===== config.mk =====
export PLATFORM = sky130hd
export DESIGN_NAME = hbwin_ctrl
export DESIGN_NICKNAME = d
export VERILOG_FILES = /design/src/rtl/hbwin_pkg.sv /design/src/rtl/hbwin_regfile.sv /design/src/rtl/hbwin_winbase.sv /design/src/rtl/hbwin_xlate.sv /design/src/rtl/hbwin_ctrl.sv
export SDC_FILE = /design/constraint.sdc
export NUM_CORES = 1
export LEC_CHECK = 0
export CELL_PAD_IN_SITES_DETAIL_PLACEMENT = 0
export CELL_PAD_IN_SITES_GLOBAL_PLACEMENT = 1
export CORE_MARGIN = 2
export CORE_UTILIZATION = 35
export DETAILED_ROUTE_END_ITERATION = 8
export GPL_TIMING_DRIVEN = 0
export HOLD_SLACK_MARGIN = 0.12
export PLACE_DENSITY = 0.67
export SLEW_MARGIN = 20
export SYNTH_ARGS = -nofsm -noshare
export SYNTH_HDL_FRONTEND = slang
export SYNTH_HIERARCHICAL = 1
export SYNTH_SLANG_ARGS = --single-unit

===== constraint.sdc =====
create_clock -name clk -period 3.4 [get_ports clk]
set_input_delay 0.34 -clock clk [delete_from_list [all_inputs] [get_ports clk]]
set_output_delay 0.34 -clock clk [all_outputs]
set_load 0.005 [all_outputs]

===== src/rtl/hbwin_pkg.sv =====
package hbwin_pkg;

    localparam int DATA_W     = 32;
    localparam int BE_W       = DATA_W / 8;
    localparam int REG_AW     = 12;
    localparam int NUM_WIN    = 3;
    localparam int NUM_REGS   = 8;
    localparam int IDX_W      = $clog2(NUM_REGS);
    localparam int WIN_IDX_W  = 2;
    localparam int NIBBLE_POS = DATA_W - 4;

    typedef logic [DATA_W-1:0] word_t;

    typedef enum logic [IDX_W-1:0] {
        RI_MAP0  = 3'd0,
        RI_MAP1  = 3'd1,
        RI_MAP2  = 3'd2,
        RI_IDENT = 3'd3,
        RI_FLAGS = 3'd4,
        RI_SEC0  = 3'd5,
        RI_SEC1  = 3'd6,
        RI_SEC2  = 3'd7
    } reg_idx_e;

    typedef struct packed {
        logic     ok;
        reg_idx_e idx;
    } reg_dec_t;

    typedef struct packed {
        logic  hit;
        logic  miss;
        word_t addr;
    } xl_res_t;

    // Size of window idx for the selected variant.
    function automatic word_t win_size(input bit alt, input int idx);
        word_t sz;
        if (alt) begin
            case (idx)
                0:       sz = 32'h0100_0000;
                1:       sz = 32'h0400_0000;
                default: sz = 32'h0800_0000;
            endcase
        end else begin
            case (idx)
                0:       sz = 32'h0C00_0000;
                default: sz = 32'h1000_0000;
            endcase
        end
        return sz;
    endfunction

    // Register offset decode: word aligned, inside the eight-word block.
    function automatic reg_dec_t decode(input logic [REG_AW-1:0] a);
        reg_dec_t d;
        d.ok  = (a[1:0] == 2'b00) && (a[REG_AW-1:IDX_W+2] == '0);
        d.idx = reg_idx_e'(a[IDX_W+1:2]);
        return d;
    endfunction

endpackage


===== src/rtl/hbwin_regfile.sv =====
module hbwin_regfile
    import hbwin_pkg::*;
(
    input  logic              clk,
    input  logic              rst,
    input  logic              en,
    input  logic              we,
    input  logic [REG_AW-1:0] addr,
    input  logic [BE_W-1:0]   be,
    input  word_t             wdata,
    output word_t             rdata,
    output logic              rvalid,
    output logic              err,
    output word_t             map_o [NUM_WIN]
);

    reg_dec_t dec;
    logic     acc_ok;
    logic     wr_ok;
    word_t    regs_q [NUM_REGS];
    logic [NUM_REGS*DATA_W-1:0] regs_flat;

    assign dec    = decode(addr);
    assign acc_ok = dec.ok && (be == {BE_W{1'b1}});
    assign wr_ok  = en && we && acc_ok;

    for (genvar i = 0; i < NUM_REGS; i++) begin : g_reg
        always_ff @(posedge clk) begin
            if (rst) begin
                regs_q[i] <= '0;
            end else if (wr_ok && (dec.idx == reg_idx_e'(i))) begin
                regs_q[i] <= wdata;
            end
        end
        assign regs_flat[i*DATA_W +: DATA_W] = regs_q[i];
    end

    for (genvar w = 0; w < NUM_WIN; w++) begin : g_map_out
        assign map_o[w] = regs_q[w];
    end

    always_ff @(posedge clk) begin
        if (rst) begin
            rdata  <= '0;
            rvalid <= 1'b0;
            err    <= 1'b0;
        end else begin
            rvalid <= en && !we;
            err    <= en && !acc_ok;
            if (en && !we) begin
                rdata <= acc_ok ? regs_q[dec.idx] : '0;
            end
        end
    end

    AST_RESET_CLEARS: assert property (@(posedge clk)
        rst |=> (regs_flat == '0));

    AST_BAD_WRITE_KEEPS: assert property (@(posedge clk) disable iff (rst)
        (en && we && !acc_ok) |=> $stable(regs_flat));

    AST_ERR_READ_ZERO: assert property (@(posedge clk) disable iff (rst)
        (rvalid && err) |-> (rdata == '0));

    AST_READ_LATENCY: assert property (@(posedge clk) disable iff (rst)
        (en && !we) |=> rvalid);

endmodule


===== src/rtl/hbwin_winbase.sv =====
module hbwin_winbase
    import hbwin_pkg::*;
#(
    parameter bit ALT_MODE = 1'b0,
    parameter int WIN_IDX  = 0
) (
    input  word_t map_i,
    output word_t base_o,
    output word_t size_o
);

    localparam word_t SIZE = win_size(ALT_MODE, WIN_IDX);

    assign size_o = SIZE;

    if (ALT_MODE) begin : g_alt
        assign base_o = map_i & ~(SIZE - 32'd1);
    end else begin : g_pri
        assign base_o = {map_i[3:0], {NIBBLE_POS{1'b0}}};
    end

endmodule


===== src/rtl/hbwin_xlate.sv =====
module hbwin_xlate
    import hbwin_pkg::*;
#(
    parameter bit ALT_MODE = 1'b0
) (
    input  logic                 clk,
    input  logic                 rst,
    input  logic                 req,
    input  logic [WIN_IDX_W-1:0] win,
    input  word_t                offset,
    input  word_t                map_i [NUM_WIN],
    output logic                 valid,
    output xl_res_t              res
);

    word_t   base_w [NUM_WIN];
    word_t   size_w [NUM_WIN];
    xl_res_t nxt;

    for (genvar w = 0; w < NUM_WIN; w++) begin : g_win
        hbwin_winbase #(
            .ALT_MODE (ALT_MODE),
            .WIN_IDX  (w)
        ) u_base (
            .map_i  (map_i[w]),
            .base_o (base_w[w]),
            .size_o (size_w[w])
        );
    end

    always_comb begin
        nxt = '0;
        if (req) begin
            if ((int'(win) < NUM_WIN) && (offset < size_w[win])) begin
                nxt.hit  = 1'b1;
                nxt.addr = base_w[win] | offset;
            end else begin
                nxt.miss = 1'b1;
            end
        end
    end

    always_ff @(posedge clk) begin
        if (rst) begin
            valid <= 1'b0;
            res   <= '0;
        end else begin
            valid <= req;
            res   <= nxt;
        end
    end

    AST_HIT_MISS_EXCL: assert property (@(posedge clk) disable iff (rst)
        !(res.hit && res.miss));

    AST_MISS_NO_ADDR: assert property (@(posedge clk) disable iff (rst)
        res.miss |-> (res.addr == '0));

    AST_BAD_WINDOW: assert property (@(posedge clk) disable iff (rst)
        (req && (int'(win) >= NUM_WIN)) |=> (valid && res.miss));

    AST_RESULT_LATENCY: assert property (@(posedge clk) disable iff (rst)
        req |=> (valid && (res.hit || res.miss)));

endmodule


===== src/rtl/hbwin_ctrl.sv =====
module hbwin_ctrl
    import hbwin_pkg::*;
#(
    parameter bit ALT_MODE = 1'b0
) (
    input  logic        clk,
    input  logic        rst,
    input  logic        reg_en,
    input  logic        reg_we,
    input  logic [11:0] reg_addr,
    input  logic [3:0]  reg_be,
    input  logic [31:0] reg_wdata,
    output logic [31:0] reg_rdata,
    output logic        reg_rvalid,
    output logic        reg_err,
    input  logic        xl_req,
    input  logic [1:0]  xl_win,
    input  logic [31:0] xl_offset,
    output logic        xl_valid,
    output logic        xl_hit,
    output logic        xl_range_err,
    output logic [31:0] xl_addr
);

    word_t   map_w [NUM_WIN];
    xl_res_t res;

    hbwin_regfile u_regs (
        .clk    (clk),
        .rst    (rst),
        .en     (reg_en),
        .we     (reg_we),
        .addr   (reg_addr),
        .be     (reg_be),
        .wdata  (reg_wdata),
        .rdata  (reg_rdata),
        .rvalid (reg_rvalid),
        .err    (reg_err),
        .map_o  (map_w)
    );

    hbwin_xlate #(
        .ALT_MODE (ALT_MODE)
    ) u_xlate (
        .clk    (clk),
        .rst    (rst),
        .req    (xl_req),
        .win    (xl_win),
        .offset (xl_offset),
        .map_i  (map_w),
        .valid  (xl_valid),
        .res    (res)
    );

    assign xl_hit       = res.hit;
    assign xl_range_err = res.miss;
    assign xl_addr      = res.addr;

endmodule


==> flow_summary.toml <==
[status]
status = "completed"

[synth]
ys_ff_latch = 325
synth_area_leaders = "edfxtp_1 (46%), buf_4 (8.9%), mux4_2 (8.3%)"
synth-main-ff-cell = "edfxtp_1"
yosysWarningCount = 6
synth_top_cells_by_count = "nor2_1 (323), edfxtp_1 (256), buf_4 (200)"
synth_cell_types = 52
synth_most_common_cell = "nor2_1"
syn_inst = 1438
syn_area_per_cell_um2 = 11.75
synth_edf_count = 256
synth_area_mm2 = 0.01689
ys_seq_area_share_pct = 53.68
async_reset_ff_share_pct = 0
synth_top_area_share_pct = 45.50
yosys.area.top_type = "edfxtp_1"

[detailed_routing]
via_per_inst = 4.530
wl_per_cell_um = 17.84
vias = 11110
drcViolationCount = 0
ant_nets = 0
drt_iter0_markers = 733
wirelength_um = 43760
firstDrtPassIters = 6

[floorplan]
io_pins = 156
start_util_pct = 35.46
fp.dieH_um = 223.7
dieArea_mm2 = 0.05004
die-width_um = 223.7
core_area_mm2 = 0.04765
rows = 80

[timing]
slew_viol_final = 0
tns_ns = 0
worst_pin_slew_ns = 0.9826
hold_viol_final = 0
clock_skew_ns = 0.01105
finalSetupViolCount = 0
relSlewSlack_pct = 34.49
max_freq_mhz = 315.5
timing.final.crit_share_pct = 93.21
finalWorstSetupSlack_ns = 0.2308
rsz0062_at_grt = "no"
period_needed_ns = 3.169

[worst_setup_path]
end_kind = "flop"
critPathLaunchType = "input port"
worstPathArrival_ns = 3.59
crit_required_ns = 3.82
critPathKind = "in -> reg"
critPathMaxFanout = 18

[global_routing]
grt_start_max_net_pins = 33
grt_usage_pct = 17.78
grt_antenna_before_repair = 1
gr-total-overflow = 0
grt_pass1_wl_um = 66760
grt_pass1_vias = 11210

[power]
p_leak_nw = 8.193
ir_drop_uv = 280.1
power_mw = 9.925
power_density_mw_per_mm2 = 465.3

[cts]
numCtsBuffers = 39
postCtsSetupRepairBufs = 0
clock_path_buffers = 3
clkSinkCount = 325
worstSkewPairLatency_ns = 0.56
cts_htree_levels = 2
root_buffer = "clkbuf_16"
cts_tree = "done"
clk_pin_slew_ns = 0.06

[finish]
diodes = 0
nets = 1925
drive_above_1_share_pct = 21.87
area_growth_pct = 26.25

[worst_hold_path]
worstHoldPathType = "in -> reg"

[placement]
dpl.hpwl_um = 30110
pre_cts_ws_ns = -0.7825
port_buffers = 152
gp_congestion = 0.7602

[run]
drv_cap = 0
## path summary, 6_finish.rpt
| path | start | endpoint | slack (ns) | depth (start not counted) |
|---|---|---|---|---|
| worst max-delay path | xl_win[1] | u_xlate/res[15] | 0.23 | 12 |
| worst min-delay path | reg_addr[2] | u_regs/rdata[8] | 0.25 | 4 |
| worst max register to register | u_regs/regs_q[2][1] | u_xlate/res[29] | 1.99 | 5 |
| worst min register to register | u_regs/rdata[12] | u_regs/rdata[12] | 0.45 | 2 |
## what timing repair did
item,in CTS,in global routing
cloned,0,0
hold buffers,0,0
resized for setup,1,1
setup endpoints to repair,30,30
## critical path: stages
cell             delay (ns)
clkdlybuf4s50_1        0.51
and2b_1                0.23
buf_2                  0.34
clkbuf_1               0.36
a21oi_1                0.13
ha_1                   0.29
nand2_1                0.07
nor4_2                 0.40
o211ai_1               0.17
o21ai_2                0.35
buf_2                  0.30
nor4_1                 0.08
## kinds of logic after synthesis
family,share of synthesized area (%)
other,0.1333
DFF,53.68
buffers and inverters,12.20
and+or+nand+nor,12.90
AOI/OAI and AO/OA,4.777
muxes,14.01
adders and majority gates,2.296
## sequential cells by signal, summed over array words and instances (netlist names)
| signal | flops |
|---|---|
| u_regs/rdata | 32 |
| u_regs/regs_q | 256 |
| u_regs/err | 1 |
| u_xlate/res | 34 |
| u_xlate/valid | 1 |
| u_regs/rvalid | 1 |
## stage by stage
stage	cells	hold slack (ns)	util [%]	cell area [um2]
final	2453	0.2460	44.77	21330
after global routing	2453	0.2133	44.77	21330
after CTS	2455	0.2091	44.78	21340
after detailed placement	2384	0.4433	42.00	20010
after global placement	2379	0.4393	41.64	19840
after floorplan	1612	0.4449	-	17550
## power by group
part           leakage (nW)  internal [mW]  switching (mW)  total, mW
sequential             2.99           4.45          0.0460       4.50
clock                 0.641           2.55            1.71       4.27
combinational          4.56          0.586           0.575       1.16
total                  8.19           7.59            2.34       9.93
## layout make-up
cell class	count	area, um2
tap	615	769.5
clock inverter	18	246.5
timing repair buffer	157	1659
fill	4565	26320
clock buffer	54	1075
multi-input combinational	975	6459
sequential	325	9069
buffer	307	2044
inverter	2	7.507
## routing by layer
layer	vias to the layer above	part of all wire, %	global-route usage (%)
li1	5475	-	-
met1	5275	44	23.56
met2	310	48	30.12
met3	50	6.2	3.541
met4	2	1.5	4.022
met5	-	0.032	0
## placed cells by master, fill, tap and decap left out, types with 40 or more instances in the layout
cell             Yosys  layout
conb_1               6     180
nand2_1             41      41
nor2_1             323     323
dfxtp_1             69      69
mux2i_1             97      97
buf_4              200     200
edfxtp_1           256     256
mux4_2              62      62
a21oi_1             42      42
clkbuf_16            0      40
clkdlybuf4s50_1      0     152
(Power assumes the default switching activity.)
